$ cat config.mk
export PLATFORM = sky130hd
export DESIGN_NAME = rtc_reg_window
export DESIGN_NICKNAME = d
export VERILOG_FILES = /design/src/rtl/rtw_pkg.sv /design/src/rtl/rtw_ptr_fsm.sv /design/src/rtl/rtw_field_bank.sv /design/src/rtl/rtc_reg_window.sv
export SDC_FILE = /design/constraint.sdc
export NUM_CORES = 1
export LEC_CHECK = 0
export BUFFER_PORTS_ARGS = -buffer_cell sky130_fd_sc_hd__buf_2
export CAP_MARGIN = 20
export CORE_MARGIN = 8
export CORE_UTILIZATION = 47
export CTS_CLUSTER_SIZE = 10
export DETAILED_ROUTE_END_ITERATION = 10
export PLACE_DENSITY_LB_ADDON = 0.1
export SYNTH_ARGS = -nofsm -noshare
export SYNTH_HDL_FRONTEND = slang
export SYNTH_SLANG_ARGS = --single-unit
$ cat constraint.sdc
create_clock -name clk -period 4.9 [get_ports clk]
set_input_delay 0.735 -clock clk [delete_from_list [all_inputs] [get_ports clk]]
set_output_delay 0.735 -clock clk [all_outputs]
set_load 0.005 [all_outputs]
$ cat src/rtl/rtw_pkg.sv
package rtw_pkg;
    typedef enum logic [1:0] {
        PAIR_MINSEC = 2'b00,
        PAIR_WKDHR  = 2'b01,
        PAIR_MONDAY = 2'b10,
        PAIR_TOP    = 2'b11
    } pair_e;

    typedef enum logic [1:0] {
        LOC_CTRL  = 2'b00,
        LOC_TIME  = 2'b01,
        LOC_ALARM = 2'b10,
        LOC_NONE  = 2'b11
    } loc_e;

    localparam int PAIRS = 4;
    localparam int SLOTS = 2 * PAIRS;
endpackage

$ cat src/rtl/rtw_ptr_fsm.sv
module rtw_ptr_fsm
    import rtw_pkg::*;
(
    input  logic  clk,
    input  logic  rst_n,
    input  logic  load,
    input  pair_e load_val,
    input  logic  step,
    output pair_e cur
);
    pair_e cur_q, nxt;

    always_ff @(posedge clk or negedge rst_n) begin
        if (!rst_n) cur_q <= PAIR_MINSEC;
        else        cur_q <= nxt;
    end

    always_comb begin
        nxt = cur_q;
        if (load) begin
            nxt = load_val;
        end else if (step) begin
            unique case (cur_q)
                PAIR_TOP:    nxt = PAIR_MONDAY;
                PAIR_MONDAY: nxt = PAIR_WKDHR;
                PAIR_WKDHR:  nxt = PAIR_MINSEC;
                PAIR_MINSEC: nxt = PAIR_MINSEC;
            endcase
        end
    end

    always_comb cur = cur_q;

    logic [1:0] cur_bits, load_bits;
    assign cur_bits  = cur_q;
    assign load_bits = load_val;

    p_step_down_r3: assert property (@(posedge clk) disable iff (!rst_n)
        (step && !load && cur_bits != 2'b00) |=> cur_bits == $past(cur_bits) - 2'd1);
    p_floor_r4: assert property (@(posedge clk) disable iff (!rst_n)
        (step && !load && cur_bits == 2'b00) |=> cur_bits == 2'b00);
    p_load_r8: assert property (@(posedge clk) disable iff (!rst_n)
        load |=> cur_bits == $past(load_bits));
    p_hold_r5: assert property (@(posedge clk) disable iff (!rst_n)
        (!load && !step) |=> $stable(cur_bits));
endmodule

$ cat src/rtl/rtw_field_bank.sv
module rtw_field_bank
    import rtw_pkg::*;
#(
    parameter int BYTE_W   = 8,
    parameter bit HAS_YEAR = 1'b1
) (
    input  logic                clk,
    input  logic                rst_n,
    input  pair_e               pair,
    input  logic                wr,
    input  logic [1:0]          be,
    input  logic [2*BYTE_W-1:0] wdata,
    output logic [2*BYTE_W-1:0] rdata
);
    logic [BYTE_W-1:0]        slot [SLOTS];
    logic [SLOTS*BYTE_W-1:0]  flat;
    logic [1:0]               pair_idx;

    assign pair_idx = pair;

    for (genvar i = 0; i < SLOTS; i++) begin : g_slot
        localparam bit IMPL = (i != SLOTS - 1) && ((i != SLOTS - 2) || HAS_YEAR);
        if (IMPL) begin : g_reg
            logic [BYTE_W-1:0] val_q;
            always_ff @(posedge clk or negedge rst_n) begin
                if (!rst_n)
                    val_q <= '0;
                else if (wr && pair_idx == 2'(i / 2) && be[i % 2])
                    val_q <= wdata[(i % 2) * BYTE_W +: BYTE_W];
            end
            assign slot[i] = val_q;
        end else begin : g_nil
            assign slot[i] = '0;
        end
        assign flat[i*BYTE_W +: BYTE_W] = slot[i];
    end

    assign rdata = {slot[{pair_idx, 1'b1}], slot[{pair_idx, 1'b0}]};

    p_locked_r6: assert property (@(posedge clk) disable iff (!rst_n)
        !wr |=> $stable(flat));
endmodule

$ cat src/rtl/rtc_reg_window.sv
module rtc_reg_window
    import rtw_pkg::*;
#(
    parameter int BYTE_W = 8
) (
    input  logic                clk,
    input  logic                rst_n,
    input  logic [1:0]          bus_sel,
    input  logic                wr_en,
    input  logic [1:0]          byte_en,
    input  logic [2*BYTE_W-1:0] wr_data,
    input  logic                rd_en,
    output logic [2*BYTE_W-1:0] rd_data,
    input  logic                tmr_wen
);
    localparam int WORD_W = 2 * BYTE_W;

    loc_e  loc;
    pair_e tptr, aptr;
    logic  ptr_load, t_step, a_step, t_wr, a_wr;
    logic [WORD_W-1:0] t_rdata, a_rdata;

    assign loc      = loc_e'(bus_sel);
    assign ptr_load = (loc == LOC_CTRL) && wr_en && byte_en[0];
    assign t_step   = (loc == LOC_TIME)  && (rd_en || (wr_en && byte_en[1]));
    assign a_step   = (loc == LOC_ALARM) && (rd_en || (wr_en && byte_en[1]));
    assign t_wr     = (loc == LOC_TIME)  && wr_en && tmr_wen;
    assign a_wr     = (loc == LOC_ALARM) && wr_en;

    rtw_ptr_fsm u_tptr (
        .clk(clk), .rst_n(rst_n), .load(ptr_load),
        .load_val(pair_e'(wr_data[1:0])), .step(t_step), .cur(tptr)
    );

    rtw_ptr_fsm u_aptr (
        .clk(clk), .rst_n(rst_n), .load(ptr_load),
        .load_val(pair_e'(wr_data[3:2])), .step(a_step), .cur(aptr)
    );

    rtw_field_bank #(.BYTE_W(BYTE_W), .HAS_YEAR(1'b1)) u_time (
        .clk(clk), .rst_n(rst_n), .pair(tptr), .wr(t_wr),
        .be(byte_en), .wdata(wr_data), .rdata(t_rdata)
    );

    rtw_field_bank #(.BYTE_W(BYTE_W), .HAS_YEAR(1'b0)) u_alarm (
        .clk(clk), .rst_n(rst_n), .pair(aptr), .wr(a_wr),
        .be(byte_en), .wdata(wr_data), .rdata(a_rdata)
    );

    always_comb begin
        rd_data = '0;
        unique case (loc)
            LOC_CTRL:  rd_data = {{(WORD_W-4){1'b0}}, aptr, tptr};
            LOC_TIME:  rd_data = t_rdata;
            LOC_ALARM: rd_data = a_rdata;
            LOC_NONE:  rd_data = '0;
        endcase
    end

    p_other_still_r4: assert property (@(posedge clk) disable iff (!rst_n)
        (loc == LOC_TIME && !ptr_load) |=> $stable(aptr));
endmodule

==> results by group <==
Run status
  – Status: finished, final reports clean

Clocking
  – Post-cts resize count: 0
  – Clock root cell: clkbuf_8
  – Cts bufs inserted: 9
  – Cts hold-fix bufs: 0
  – Clock Tree Buf Depth: 2
  – Clock sinks: approximately 110
  – Worst skew pair latency: ~380 ps
  – Max H-tree Level: 3
  – CTS tree: built
  – CTS clock-pin slew for the worst setup and hold paths: about 100 ps
  – Postcts setup bufs: 0

Critical path
  – CP arrival: 2870 ps
  – CP max stage delay: 840 ps
  – CP Launch Point: u_aptr.cur[0]$_DFFE_PN0P_
  – Critical path class: flip-flop to output pin
  – Crit-path cells: clkinv_1 > nor2_1 > buf_4 > a21oi_1 > o22ai_1 > buf_2
  – R2R Path End: u_time.g_slot[4].g_reg.val_q[3]$_DFFE_PN0P_
  – Worst-case reg-to-reg path depth: 4
  – Buf/Inv on CP: 3
  – CP startpoint kind: flip-flop
  – Critical path's top delay family: buffers and inverters
  – Crit path capture type: output pin
  – Crit path max fanout: 20
  – CP Data Required Time: between 4000 and 5000 ps
  – R2R setup slack: ~2300 ps
  – CP max stage cell: dfrtp_1
  – Worst R2R Start: u_tptr.cur[1]$_DFFE_PN0P_

Yosys
  – Synth area leaders: dfrtp_1 (53%), mux2_2 (23%), mux2i_1 (5.5%)
  – Syn Std Cell Area: ~5000 um^2
  – Synth top cells by count: dfrtp_1 (108), mux2_2 (105), a21oi_1 (31), mux2i_1 (28), nor2_1 (27)
  – Compound-gate portion of the synthesized area: approximately 6.6%
  – Syn avg cell area: around 13 um^2
  – Share of synthesized flip-flops with an asynchronous set or reset: between 90% and 100%
  – Portion of netlist area occupied by mux cells: 30.3%
  – Largest family of logic cells by synthesized area: multiplexers
  – Cell variety after synth: 33
  – Yosys top cell by area: dfrtp_1
  – Top_reg_cell synth: dfrtp_1
  – Synth Area in XOR/XNOR: 0%
  – Adder-Cell Fraction of Synth Area: 0%
  – Post-synthesis sequential area ratio: a little over half
  – Post-synthesis simple-gate area fraction: a little over 8%
  – Most frequent cell after synthesis: dfrtp_1
  – YS warnings: 0
  – Synth top area share: a little over half
  – Seq cells post-synth: 108
  – EDFF count, synth: 0
  – Syn nets: 420
  – Synth Instances: between 300 and 400

Timing
  – Final setup TNS: 0 ps
  – Clock Skews: between 8 and 9 ps
  – Tightest slew margin relative to the limit: 32.9%
  – Final Hold Vio Count: 0
  – RSZ-0062 raised after global routing: false
  – Max Transition Viols Final: 0
  – Slew @ Worst Pin: 999 ps
  – F_max: 277 MHz
  – Fin crit period: 3610 ps
  – Final setup vio count: 0
  – Period utilization: between 70 and 80%

Final layout
  – # fillers: between 900 and 1000
  – Finished Layout Cells: 577
  – Fin nets: between 400 and 500
  – Share of layout cells above drive strength 1: 42.8%
  – Area Growth Syn to Fin: 10.6%
  – Ant. Diodes: 0

GRT
  – Total grt overflow: 0
  – Pin count of the biggest net entering global routing: 75
  – First-pass GRT wire length: 19.4 mm
  – Tot GR Track Use: between 10% and 20%
  – Vias in the first global route: approximately 3500
  – Initial antenna violation count: 0

Floorplan
  – Die width: approximately 120 um
  – Die area: 14500 um^2
  – Die height: 120 um
  – Top Ports: 41
  – Num rows: 38
  – Initial Util: 47.6%
  – Core Area: around 11000 um^2

Route
  – DR DRC count: 0
  – Antenna viol nets, final: 0
  – Iteration-0 DRC Markers: ~180
  – Final wirelength: 11.9 mm
  – Routed vias: 3270
  – Drt via density: 5.67
  – First-pass DRT Iterations: 4
  – WL per Instance: around 21 um

Pwr
  – Worst vdd ir: about 0.25 mV
  – Cell Pwr Density: between 400 and 500 nW/um^2
  – Overall Power: between 0.002 and 0.0025 W
  – LEAKAGE: about 2.6 nW

Worst hold path
  – Hold/Removal Path Class: primary input to asynchronous set/reset pin

Place
  – DP Cell Count: roughly 560
  – RePlAce Congestion: roughly 0.75
  – PortBufs: 40
  – Final HPWL DP: between 7 and 8 mm

Job
  – Max cap viols: 0
==> where the power goes <==
part	total [W]	internal (W)	switching [W]	leakage (nW)
Combinational	0.000556	0.000299	0.000257	1.03
Sequential	0.00121	0.00110	0.000118	1.41
Clock	0.000583	0.000291	0.000292	0.112
Total	0.00235	0.00169	0.000667	2.56
==> sequential cells by signal (all words and copies together), names as in the netlist <==
| name | flops |
|---|---|
| u_tptr.cur | 2 |
| u_aptr.cur | 2 |
| u_alarm.g_slot.g_reg.val_q | 48 |
| u_time.g_slot.g_reg.val_q | 56 |
==> cells by family after synthesis <==
| group | count (synthesis) |
|---|---|
| flip-flops | 108 |
| AND/OR/NAND/NOR | 71 |
| multiplexers | 137 |
| buffers and inverters | 21 |
| AO/OA/AOI/OAI | 58 |
==> how the worst max path moves through the flow <==
stage	cells past startpoint	slack, ps	end
after floorplan	4	2700	rd_data[7]
after global placement	6	1750	rd_data[11]
after detailed placement	6	1650	rd_data[8]
after CTS	6	1200	rd_data[8]
after global routing	6	1030	rd_data[8]
final	6	1290	rd_data[15]
==> per-stage QoR <==
step,cell area (um^2),worst slack [ps],hold slack [ps],utilization (%)
floorplan,5120,2700,439,-
global placement,5440,1750,483,50.6
detailed placement,5440,1650,488,50.6
CTS,5660,1200,511,52.7
global route,5660,1030,528,52.7
finish,5660,1290,478,52.7
==> cell usage in the layout (no fill, tap or decap), drive strengths merged <==
cell / instances
nor2: 32
clkinvlp: 1
o31ai: 1
a21oi: 31
o22ai: 10
clkinv: 2
dfrtp: 108
nand4: 4
o21a: 1
o21ai: 6
clkbuf: 13
nor2b: 3
o32ai: 1
nand2: 13
nand3b: 1
mux2i: 28
mux4: 4
a221o: 2
a31oi: 2
a211oi: 1
inv: 1
buf: 45
mux2: 105
nor3: 11
nand2b: 5
bufinv: 1
nor4: 2
a211o: 3
==> cell type report <==
type                    instances  area (um^2)  area share, %
multi-input cells             266         2320           40.9
flip-flops and latches        108         2700           47.7
clock buffers                  13          179           3.16
inverters                       2         7.51          0.133
repair buffers                 45          240           4.24
clock inverters                 3         42.5          0.751
well taps                     140          175           3.09
==> routing by layer <==
layer	vias to the layer above	track usage (%)	wire (um)
met5	-	0	0
met4	0	6.71	270
met3	18	3.64	327
met2	52	28.8	5780
met1	1679	22.2	5530
li1	1521	-	-
Note: power is estimated with default switching activity, not from simulation.
